`config.mk`:
```
export PLATFORM = sky130hd
export DESIGN_NAME = erase_queue_ctrl
export DESIGN_NICKNAME = d
export VERILOG_FILES = /design/src/rtl/eq_pkg.sv /design/src/rtl/eq_blkmap.sv /design/src/rtl/eq_timer.sv /design/src/rtl/eq_pick.sv /design/src/rtl/erase_queue_ctrl.sv
export SDC_FILE = /design/constraint.sdc
export NUM_CORES = 1
export LEC_CHECK = 0
export ABC_AREA = 1
export BUFFER_PORTS_ARGS = -buffer_cell sky130_fd_sc_hd__buf_2
export CAP_MARGIN = 20
export CELL_PAD_IN_SITES_DETAIL_PLACEMENT = 1
export CELL_PAD_IN_SITES_GLOBAL_PLACEMENT = 1
export CORE_MARGIN = 3
export CORE_UTILIZATION = 37
export CTS_CLUSTER_DIAMETER = 200
export DETAILED_ROUTE_END_ITERATION = 8
export PLACE_DENSITY = 0.84
export SKIP_CTS_REPAIR_TIMING = 1
export SYNTH_ARGS = -nofsm -noshare
export SYNTH_HDL_FRONTEND = slang
export SYNTH_SLANG_ARGS = --single-unit
export TNS_END_PERCENT = 1
```
`constraint.sdc`:
```
create_clock -name clk -period 3.1 [get_ports clk]
set_input_delay 0.155 -clock clk [delete_from_list [all_inputs] [get_ports clk]]
set_output_delay 0.155 -clock clk [all_outputs]
set_load 0.01 [all_outputs]
```
`src/rtl/eq_pkg.sv`:
```
package eq_pkg;
    localparam int NBLK = 19;
    localparam int BW   = 5;
    localparam int AW   = 20;

    typedef enum logic [2:0] {
        ST_IDLE, ST_WIN, ST_WSUSP, ST_RUN, ST_SPEND, ST_SUSP, ST_PWAIT
    } eq_state_e;

    // top-boot asymmetric map: high nibble picks a 64 KB block, the top one is split
    function automatic logic [BW-1:0] blk_of(input logic [AW-1:0] a);
        if (a[19:16] != 4'hF)        return {1'b0, a[19:16]};
        else if (!a[15])             return BW'(15);
        else if (a[14:13] == 2'b00)  return BW'(16);
        else if (a[14:13] == 2'b01)  return BW'(17);
        else                         return BW'(18);
    endfunction

    function automatic int imax(input int a, input int b);
        return (a > b) ? a : b;
    endfunction
endpackage

```
`src/rtl/eq_blkmap.sv`:
```
module eq_blkmap
    import eq_pkg::*;
(
    input  logic [AW-1:0] addr,
    output logic [BW-1:0] blk
);
    assign blk = blk_of(addr);
endmodule

```
`src/rtl/eq_timer.sv`:
```
module eq_timer #(
    parameter int CW = 7
) (
    input  logic          clk,
    input  logic          rst,
    input  logic          clr,
    input  logic          tick,
    input  logic [CW-1:0] limit,
    output logic          hit
);
    logic [CW-1:0] cnt;

    always_ff @(posedge clk) begin
        if (rst || clr)  cnt <= '0;
        else if (tick)   cnt <= cnt + 1'b1;
    end

    assign hit = tick && (cnt == limit - 1'b1);


    cnt_range_chk: assert property (@(posedge clk) disable iff (rst)
        cnt < limit);
endmodule

```
`src/rtl/eq_pick.sv`:
```
module eq_pick #(
    parameter int N  = 19,
    parameter int BW = 5
) (
    input  logic [N-1:0]  pend,
    output logic          any,
    output logic [BW-1:0] idx
);
    logic [N:0]   lower;
    logic [N-1:0] grant;

    assign lower[0] = 1'b0;
    for (genvar i = 0; i < N; i++) begin : g_pri
        assign lower[i+1] = lower[i] | pend[i];
        assign grant[i]   = pend[i] & ~lower[i];
    end

    always_comb begin
        idx = '0;
        for (int i = 0; i < N; i++)
            if (grant[i]) idx = BW'(i);
    end

    assign any = lower[N];


    onehot_grant_chk: assert final ($onehot0(grant));
endmodule

```
`src/rtl/erase_queue_ctrl.sv`:
```
module erase_queue_ctrl
    import eq_pkg::*;
#(
    parameter int WIN_US     = 50,
    parameter int ALLPROT_US = 100,
    parameter int SUSPLAT_US = 15
) (
    input  logic            clk,
    input  logic            rst,
    input  logic            us_tick,
    input  logic            sel_stb,
    input  logic [AW-1:0]   sel_addr,
    input  logic            susp_stb,
    input  logic            resume_stb,
    input  logic [NBLK-1:0] prot_map,
    input  logic [AW-1:0]   prog_addr,
    output logic            erase_req,
    output logic [BW-1:0]   erase_blk,
    input  logic            blk_done,
    input  logic            blk_fail,
    output logic            busy,
    output logic            win_open,
    output logic            erase_started,
    output logic            suspended,
    output logic            prog_ok,
    output logic            err,
    output logic [NBLK-1:0] fail_map
);
    localparam int TMAX = imax(imax(WIN_US, ALLPROT_US), SUSPLAT_US);
    localparam int CW   = $clog2(TMAX + 1);

    eq_state_e       state, state_n;
    logic [NBLK-1:0] sel_map, fin_map, fail_q;
    logic            err_q;
    logic [BW-1:0]   sel_blk, prog_blk, cur_blk;
    logic            any_pend, hit, tmr_clr, timing, win_restart;
    logic [CW-1:0]   limit;
    logic [NBLK-1:0] pend;

    eq_blkmap u_selmap (.addr(sel_addr),  .blk(sel_blk));
    eq_blkmap u_prgmap (.addr(prog_addr), .blk(prog_blk));

    assign pend = sel_map & ~prot_map & ~fin_map;

    eq_pick #(.N(NBLK), .BW(BW)) u_pick (.pend(pend), .any(any_pend), .idx(cur_blk));

    always_comb begin
        case (state)
            ST_SPEND: limit = CW'(SUSPLAT_US);
            ST_PWAIT: limit = CW'(ALLPROT_US);
            default:  limit = CW'(WIN_US);
        endcase
    end

    assign timing      = (state == ST_WIN) || (state == ST_SPEND) || (state == ST_PWAIT);
    assign win_restart = (state == ST_WIN) && sel_stb && !susp_stb;
    assign tmr_clr     = (state_n != state) || win_restart || !timing;

    eq_timer #(.CW(CW)) u_tmr (
        .clk(clk), .rst(rst), .clr(tmr_clr), .tick(us_tick), .limit(limit), .hit(hit)
    );

    always_comb begin
        state_n = state;
        case (state)
            ST_IDLE:  if (sel_stb) state_n = ST_WIN;
            ST_WIN: begin
                if (susp_stb)            state_n = ST_WSUSP;
                else if (sel_stb)        state_n = ST_WIN;
                else if (hit)            state_n = any_pend ? ST_RUN : ST_PWAIT;
            end
            ST_WSUSP: if (resume_stb) state_n = any_pend ? ST_RUN : ST_PWAIT;
            ST_RUN: begin
                if (!any_pend)           state_n = ST_IDLE;
                else if (susp_stb)       state_n = ST_SPEND;
            end
            ST_SPEND: if (blk_done || hit) state_n = ST_SUSP;
            ST_SUSP:  if (resume_stb) state_n = ST_RUN;
            ST_PWAIT: if (hit)        state_n = ST_IDLE;
            default:  state_n = ST_IDLE;
        endcase
    end

    assign erase_req = ((state == ST_RUN) || (state == ST_SPEND)) && any_pend;
    assign erase_blk = cur_blk;

    always_ff @(posedge clk) begin
        if (rst) begin
            state   <= ST_IDLE;
            sel_map <= '0;
            fin_map <= '0;
            fail_q  <= '0;
            err_q   <= 1'b0;
        end else begin
            state <= state_n;
            if (state == ST_IDLE && sel_stb) begin
                sel_map <= NBLK'(1) << sel_blk;
                fin_map <= '0;
                fail_q  <= '0;
                err_q   <= 1'b0;
            end else if (win_restart) begin
                sel_map[sel_blk] <= 1'b1;
            end
            if (erase_req && blk_done) begin
                fin_map[cur_blk] <= 1'b1;
                fail_q[cur_blk]  <= blk_fail;
            end
            if (state == ST_RUN && !any_pend)
                err_q <= |fail_q;
        end
    end

    assign busy          = timing || (state == ST_RUN);
    assign win_open      = (state == ST_WIN);
    assign erase_started = (state == ST_RUN) || (state == ST_SPEND) || (state == ST_PWAIT);
    assign suspended     = (state == ST_WSUSP) || (state == ST_SUSP);
    assign err           = err_q;
    assign fail_map      = fail_q;
    assign prog_ok       = !prot_map[prog_blk] && !busy && !(suspended && sel_map[prog_blk]);


    sel_frozen_chk: assert property (@(posedge clk) disable iff (rst)
        (erase_started || suspended) |=> $stable(sel_map));

    win_susp_chk: assert property (@(posedge clk) disable iff (rst)
        (win_open && susp_stb) |=> suspended);

    req_unprot_chk: assert property (@(posedge clk) disable iff (rst)
        erase_req |-> (!prot_map[erase_blk] && sel_map[erase_blk]));

    err_cause_chk: assert property (@(posedge clk) disable iff (rst)
        $rose(err) |-> (fail_map != '0));
endmodule

```
* After elaboration in Yosys (flattened, before gate mapping)
Cells that the tools add are included.
W data, S select, Z words.
** Storage, ports and cells
- Bits in registers :: 68
- Output and inout bits :: 31
** Operators by class
- Add/sub/neg operators :: 2
- Order comparisons :: 5
- Equality and inequality tests :: 12
- Shift-type cells :: 1
- Muxes and demuxes :: 58
- Bitwise operators :: 60
- Reduce and logical (&&, ||, !) cells :: 34
** Operator list (number)
- $mux W19 :: 8
- $mux W5 :: 23
- $and A19 B19 Y19 :: 2
- $not A19 Y19 :: 2
- $or A19 B19 Y19 :: 2
- $mux W3 :: 11
- $pmux W3 S7 :: 1
- $bwmux W19 :: 1
- $reduce_or A19 Y1 :: 1
- $shl A1 B5 Y19 const A :: 1
- $and A1 B1 Y1 :: 18
- $lt A5 B6 Y1 const B :: 3
- $not A1 Y1 :: 18
- $or A1 B1 Y1 :: 18
- $pmux W7 S2 :: 1
- $logic_and A1 B1 Y1 :: 12
- $bmux W1 S5 :: 2
- $demux W1 S5 :: 2
- $ge A5 B1 Y1 const B :: 2
- $logic_or A1 B1 Y1 :: 10
- $eq A3 B3 Y1 const B :: 3
- $ne A4 B4 Y1 const B :: 2
- $add A7 B1 Y7 const B :: 1
- $eq A7 B7 Y1 :: 1
- other kinds (11) :: 27

* Logic depth before layout (Yosys ltp)
- Depth in word-level cells :: 30
- Depth in mapped cells :: 18
- Gate-level depth less buffers :: 18

* Cells and area by module
Synthesis repeated with hierarchy kept, for this count alone.
** Unflattened totals
- Cell total of the unflattened synthesis :: 702
- Area total of the unflattened synthesis :: 4294.1 µm²
** By module, submodules not included
- erase_queue_ctrl :: times used 1, cells each 499, area each 3209.3 µm²
- eq_timer :: times used 1, cells each 111, area each 589.3 µm²
- eq_pick :: times used 1, cells each 52, area each 327.8 µm²
- eq_blkmap :: times used 2, cells each 20, area each 83.8 µm²

* Least setup slack after synthesis
OpenSTA, ideal clock, no wires.
- Kind :: register to register
- Start :: reg fin_map[0]
- End :: reg u_tmr.cnt[0]
- Library setup time :: 0.116 ns
- Arrival :: 2.010 ns
- Data required time :: 2.984 ns
- Setup slack :: 0.975 ns
- Stages on the path, launching flop included :: 18
- Period minus slack after synthesis :: 2.125 ns
- Cell sequence :: dfxtp_1 > inv_1 > nand3_2 > nand2_4 > nor2_4 > nand4_2 > nor2_2 > nand4_2 > nor2_4 > nand4_2 > nor2_4 > nand4_4 > nand2_2 > inv_2 > nor2_2 > nand3_1 > nand3_4 > nor2_1
** On the way
- Longest elaborated chain between the ends :: 29
- Elaborated cells between the ends (all ways) :: 31
** Ends and longest elaborated chain
- from (decl) :: RTL line erase_queue_ctrl.sv:33 : logic [NBLK-1:0] sel_map, fin_map, fail_q;
- from (signal assigned) :: RTL line erase_queue_ctrl.sv:91 : fin_map <= '0;
- from (signal assigned) :: RTL line erase_queue_ctrl.sv:98 : fin_map <= '0;
- from (signal, indexed assignment) :: RTL line erase_queue_ctrl.sv:105 : fin_map[cur_blk] <= 1'b1;
- $not A19 Y19 * :: RTL line erase_queue_ctrl.sv:43 : assign pend = sel_map & ~prot_map & ~fin_map;
- $and A19 B19 Y19 * :: RTL line erase_queue_ctrl.sv:43
- $or A1 B1 Y1 * (18 in a row) :: RTL line eq_pick.sv:14 : assign lower[i+1] = lower[i] | pend[i];
- $mux W3 :: RTL line erase_queue_ctrl.sv:70, erase_queue_ctrl.sv:72
- $mux W3 :: RTL line erase_queue_ctrl.sv:70 : else if (hit) state_n = any_pend ? ST_RUN : ST_PWAIT;
- $mux W3 :: RTL line erase_queue_ctrl.sv:69 : else if (sel_stb) state_n = ST_WIN;
- $mux W3 :: RTL line erase_queue_ctrl.sv:68 : if (susp_stb) state_n = ST_WSUSP;
- $pmux W3 S7 * :: RTL line erase_queue_ctrl.sv:65 : case (state)
- $ne A3 B3 Y1 * :: RTL line erase_queue_ctrl.sv:57 : assign tmr_clr = (state_n != state) || win_restart || !timing;
- $logic_or A1 B1 Y1 * (2 in a row) :: RTL line erase_queue_ctrl.sv:57
- $logic_or A1 B1 Y1 * :: RTL line eq_timer.sv:14 : if (rst || clr) cnt <= '0;
- to (signal assigned) :: RTL line eq_timer.sv:15 : else if (tick) cnt <= cnt + 1'b1;
- to (decl) :: RTL line eq_timer.sv:11 : logic [CW-1:0] cnt;
Mark *: on every way between the ends. The rest lies on a longest branch, timed or not.
A chain may end at the register's enable or synchronous reset.

* Worst setup path after layout
- Start :: reg sel_map[1]
- End :: out erase_blk[1]
** On the way
- Longest elaborated chain between the ends :: 22
- Elaborated cells between the ends (all ways) :: 70
** Ends and longest elaborated chain
- from (decl) :: RTL line erase_queue_ctrl.sv:33
- from (signal assigned) :: RTL line erase_queue_ctrl.sv:97 : sel_map <= NBLK'(1) << sel_blk;
- $and A19 B19 Y19 * (2 in a row) :: RTL line erase_queue_ctrl.sv:43
- $or A1 B1 Y1 * :: RTL line eq_pick.sv:14
- $not A1 Y1 / $or A1 B1 Y1 (equally long branches) :: RTL line eq_pick.sv:15, eq_pick.sv:14
- $and A1 B1 Y1 (tied with other cells) :: RTL line eq_pick.sv:15 : assign grant[i] = pend[i] & ~lower[i];
- $mux W5 (tied with other cells) (15 in a row) :: RTL line eq_pick.sv:21 : if (grant[i]) idx = BW'(i);
- $mux W5 / $and A1 B1 Y1 (equally long branches) :: RTL line eq_pick.sv:21, eq_pick.sv:15
- $mux W5 * :: RTL line eq_pick.sv:21
- to (decl) :: RTL line erase_queue_ctrl.sv:18 : output logic [BW-1:0] erase_blk,
Marks and branches as above.

==> summary.md <==
| Metric | Value |
|---|---|
| Outcome | `finished clean` |
| Residual DRC count | `0` |
| Num ports | `98` |
| P_leak | `2.07 nW` |
| Layout Nets | `around 780` |
| Max Fanout on Critical Path | `4` |
| Worst R2R Path Depth | `13` |
| Hold Path Origin | `rst` |
| Slowest CP cell | `nor4_1` |
| Vias per inst | `5.48` |
| FMAX | `0.366 GHz` |
| Initial Utilization | `38.2%` |
| Critical R2R Capture | `fin_map[4]` |
| Number of synthesized flops with an enable pin | `0` |
| FF/Latch Area | `0.00136 sq mm` |
| Setup crit end kind | `output port` |
| Post-route setup TNS | `0 ns` |
| Cell breakdown of the critical path | `nand3_2 > nand2_4 > nor2_4 > nand4_2 > nor2_2 > nand4_2 > nor4_1 > o21ai_1 > nand3b_2 > inv_2 > nand2_2 > buf_2` |
| Highest routed metal layer | `met4` |
| Worst Hold Depth | `2` |
| # fillers | `1498` |
| Most frequent cells in the layout | `nand2_1 (126), inv_1 (86), nor2_1 (81)` |
| Clock buffer count from CTS | `9` |
| Remaining Overflow, GRT | `0` |
| Top-area cell type share of the netlist area | `32.7%` |
| Initial antenna violation count | `0` |
| Synth area leader | `dfxtp_1` |
| Crit path time final | `2.73 ns` |
| Yosys cell types | `42` |
| Post-layout util | `between 40% and 50%` |
| Port bufs | `71` |
| WL final | `14300 um` |
| Root Buffer | `clkbuf_8` |
| Final worst setup slack | `roughly 0.37 ns` |
| WL met3 | `846 um` |
| Pwr/cell area | `400 mW/mm^2` |
| Synthesis warning total | `0` |
| Footprint of the multi-input gates | `0.00238 sq mm` |
| Diode count | `0` |
| RePlAce Congestion | `between 0.8 and 0.9` |
| HPWL after detailed placement | `11100 um` |
| Critical Path Most Common Cell | `nand4_2` |
| Clk_skew | `a little under 0.01 ns` |
| Detail Route met2 WL | `6890 um` |
| Worst slew margin | `53.6%` |
| Die Area | `between 0.01 and 0.015 sq mm` |
| Pin count of the biggest net entering global routing | `46` |
| Max Cap Viol | `0` |
| Final Cycle Share | `88.2%` |
| Largest delay share family, worst path | `simple AND/OR/NAND/NOR gates` |
| CP required | `~2.9 ns` |
| Share of cells above drive strength 1 | `approximately 17%` |
| Flop-to-flop setup slack | `0.41 ns` |
| #FFs+latches synth | `68` |
| Most common cell after layout, fill and taps aside | `nand2_1` |
| HP Class | `primary input to flop` |
| CTS Buffer Depth | `2` |
| Peak VDD IR | `around 0.00017 V` |
| Clk_lat worst skew | `0.36 ns` |
| Final Hold Viols | `0` |
| Max-slew violation count | `0` |
| Number of routed nets with antenna violations | `0` |
| Vias in the first global route | `4793` |
| Wire length per cell | `16.7 um` |
| Hold EP | `state[0]` |
| GR Util All Layers | `23.0%` |
| Synth Area per Inst | `6.43 sq um` |
| Ys async rst share | `0%` |
| Register area share after synthesis | `32.7%` |
| Top cells by area, synth | `dfxtp_1 (33%), nand2_1 (11%), inv_1 (7.8%)` |
| Arrival time at the worst endpoint | `~2.6 ns` |
| Die height | `112 um` |
| Mapped cell area | `0.00416 sq mm` |
| Syn Nets | `~720` |
| Clk slew on worst S/H paths | `approximately 0.07 ns` |
| Post-synthesis instance total | `roughly 650` |
| RSZ-0062 raised after global routing | `no` |
| First-pass GRT wire length | `23700 um` |
| Total Power | `1.94 mW` |
| DRT Pass-1 Iters | `5` |
| Worst path max stage delay | `0.39 ns` |
| Area Overhead vs Synth | `16.3%` |
| Buf/Inv on CP | `2` |
| H-tree depth | `3` |
| CTS tree | `yes` |
| Post-Place Setup Slack | `roughly 0.46 ns` |
| Critical Path Source Type | `flop` |
| CTS Sinks | `68` |
| Placement row count | `38` |
| Top FF cell, synth | `dfxtp_1` |
| M1 wire length | `6320 um` |
| Core Area | `0.0109 sq mm` |
| Finish-stage setup viols | `0` |
| Setup CP Type | `flop to output port` |
| Die width | `112 um` |
| Worst R2R Start | `sel_map[1]` |
| Worst-Margin Slew | `around 0.69 ns` |
| Number of DRC markers in iteration 0 | `203` |
| Detailed-route via count | `4711` |
## cell usage after synthesis, types with 3 or more instances
master,n
nand2_1,126
nand3_2,3
o21ai_0,39
nand4_1,13
nor4_1,8
clkbuf_1,19
nor3_1,30
xor2_1,4
o22ai_1,3
nand4_2,3
a31oi_1,7
a22oi_1,3
a221oi_1,4
o31ai_1,3
nor2_2,4
inv_1,86
a21oi_1,60
nor2_4,3
inv_2,4
xnor2_1,3
a211oi_1,10
nand3_1,38
nor2_1,81
dfxtp_1,68
## kinds of logic (layout without fill, tap and decap cells)
| group | Yosys count | after routing | share of synthesized area [%] |
|---|---|---|---|
| xor+xnor | 7 | 7 | 1.47 |
| mux | 1 | 1 | 0.241 |
| flops | 68 | 68 | 32.7 |
| compound gates | 136 | 136 | 18.5 |
| buf+inv | 112 | 184 | 10.2 |
| fa+ha+maj | 1 | 1 | 0.301 |
| simple gates | 322 | 322 | 36.5 |
## area by class of cell
cell class | instances | area share, %
inverters | 91 | 7.07
well taps | 140 | 3.62
clock inverters | 2 | 0.207
flip-flops and latches | 68 | 28.2
clock buffers | 13 | 3.29
multi-input cells | 467 | 49.2
repair buffers | 78 | 8.44
## power by group
| part | internal [mW] | total, mW | switching (mW) | leakage [nW] |
|---|---|---|---|---|
| sequential | 0.882 | 0.893 | 0.0109 | 0.548 |
| combinational | 0.107 | 0.363 | 0.256 | 1.43 |
| clock | 0.328 | 0.679 | 0.351 | 0.0893 |
## per-layer routing
layer	GRT usage, %	vias to the layer above
li1	-	2290
met1	30.0	2280
met2	39.1	122
met3	4.29	19
met4	6.65	0
met5	0	-
## flip-flops by register name, summed over array words and instances (netlist names)
name / cells
sel_map: 19
err: 1
fail_map: 19
state: 3
u_tmr.cnt: 7
fin_map: 19
## stage by stage
stage	cells	instance area, sq um	hold slack (ns)
after detailed placement	844	4670	0.429
after global placement	844	4670	0.427
after floorplan	647	4160	0.343
after CTS	859	4830	0.0539
final	859	4830	0.0628
after global routing	859	4830	0.0664
## worst max path at each step
stage | start | endpoint | slack (ns) | cells past startpoint
6_report | sel_map[1] | erase_blk[1] | 0.37 | 12
5_1_grt | sel_map[1] | fin_map[8] | 0.01 | 13
4_1_cts | fin_map[1] | erase_blk[1] | 0.40 | 13
3_5_place_dp | sel_map[1] | fin_map[4] | 0.46 | 13
3_3_place_gp | sel_map[1] | fin_map[16] | 0.59 | 13
2_1_floorplan | fin_map[0] | u_tmr.cnt[0] | 0.97 | 17
No activity file was read; power rests on OpenSTA's default activity.
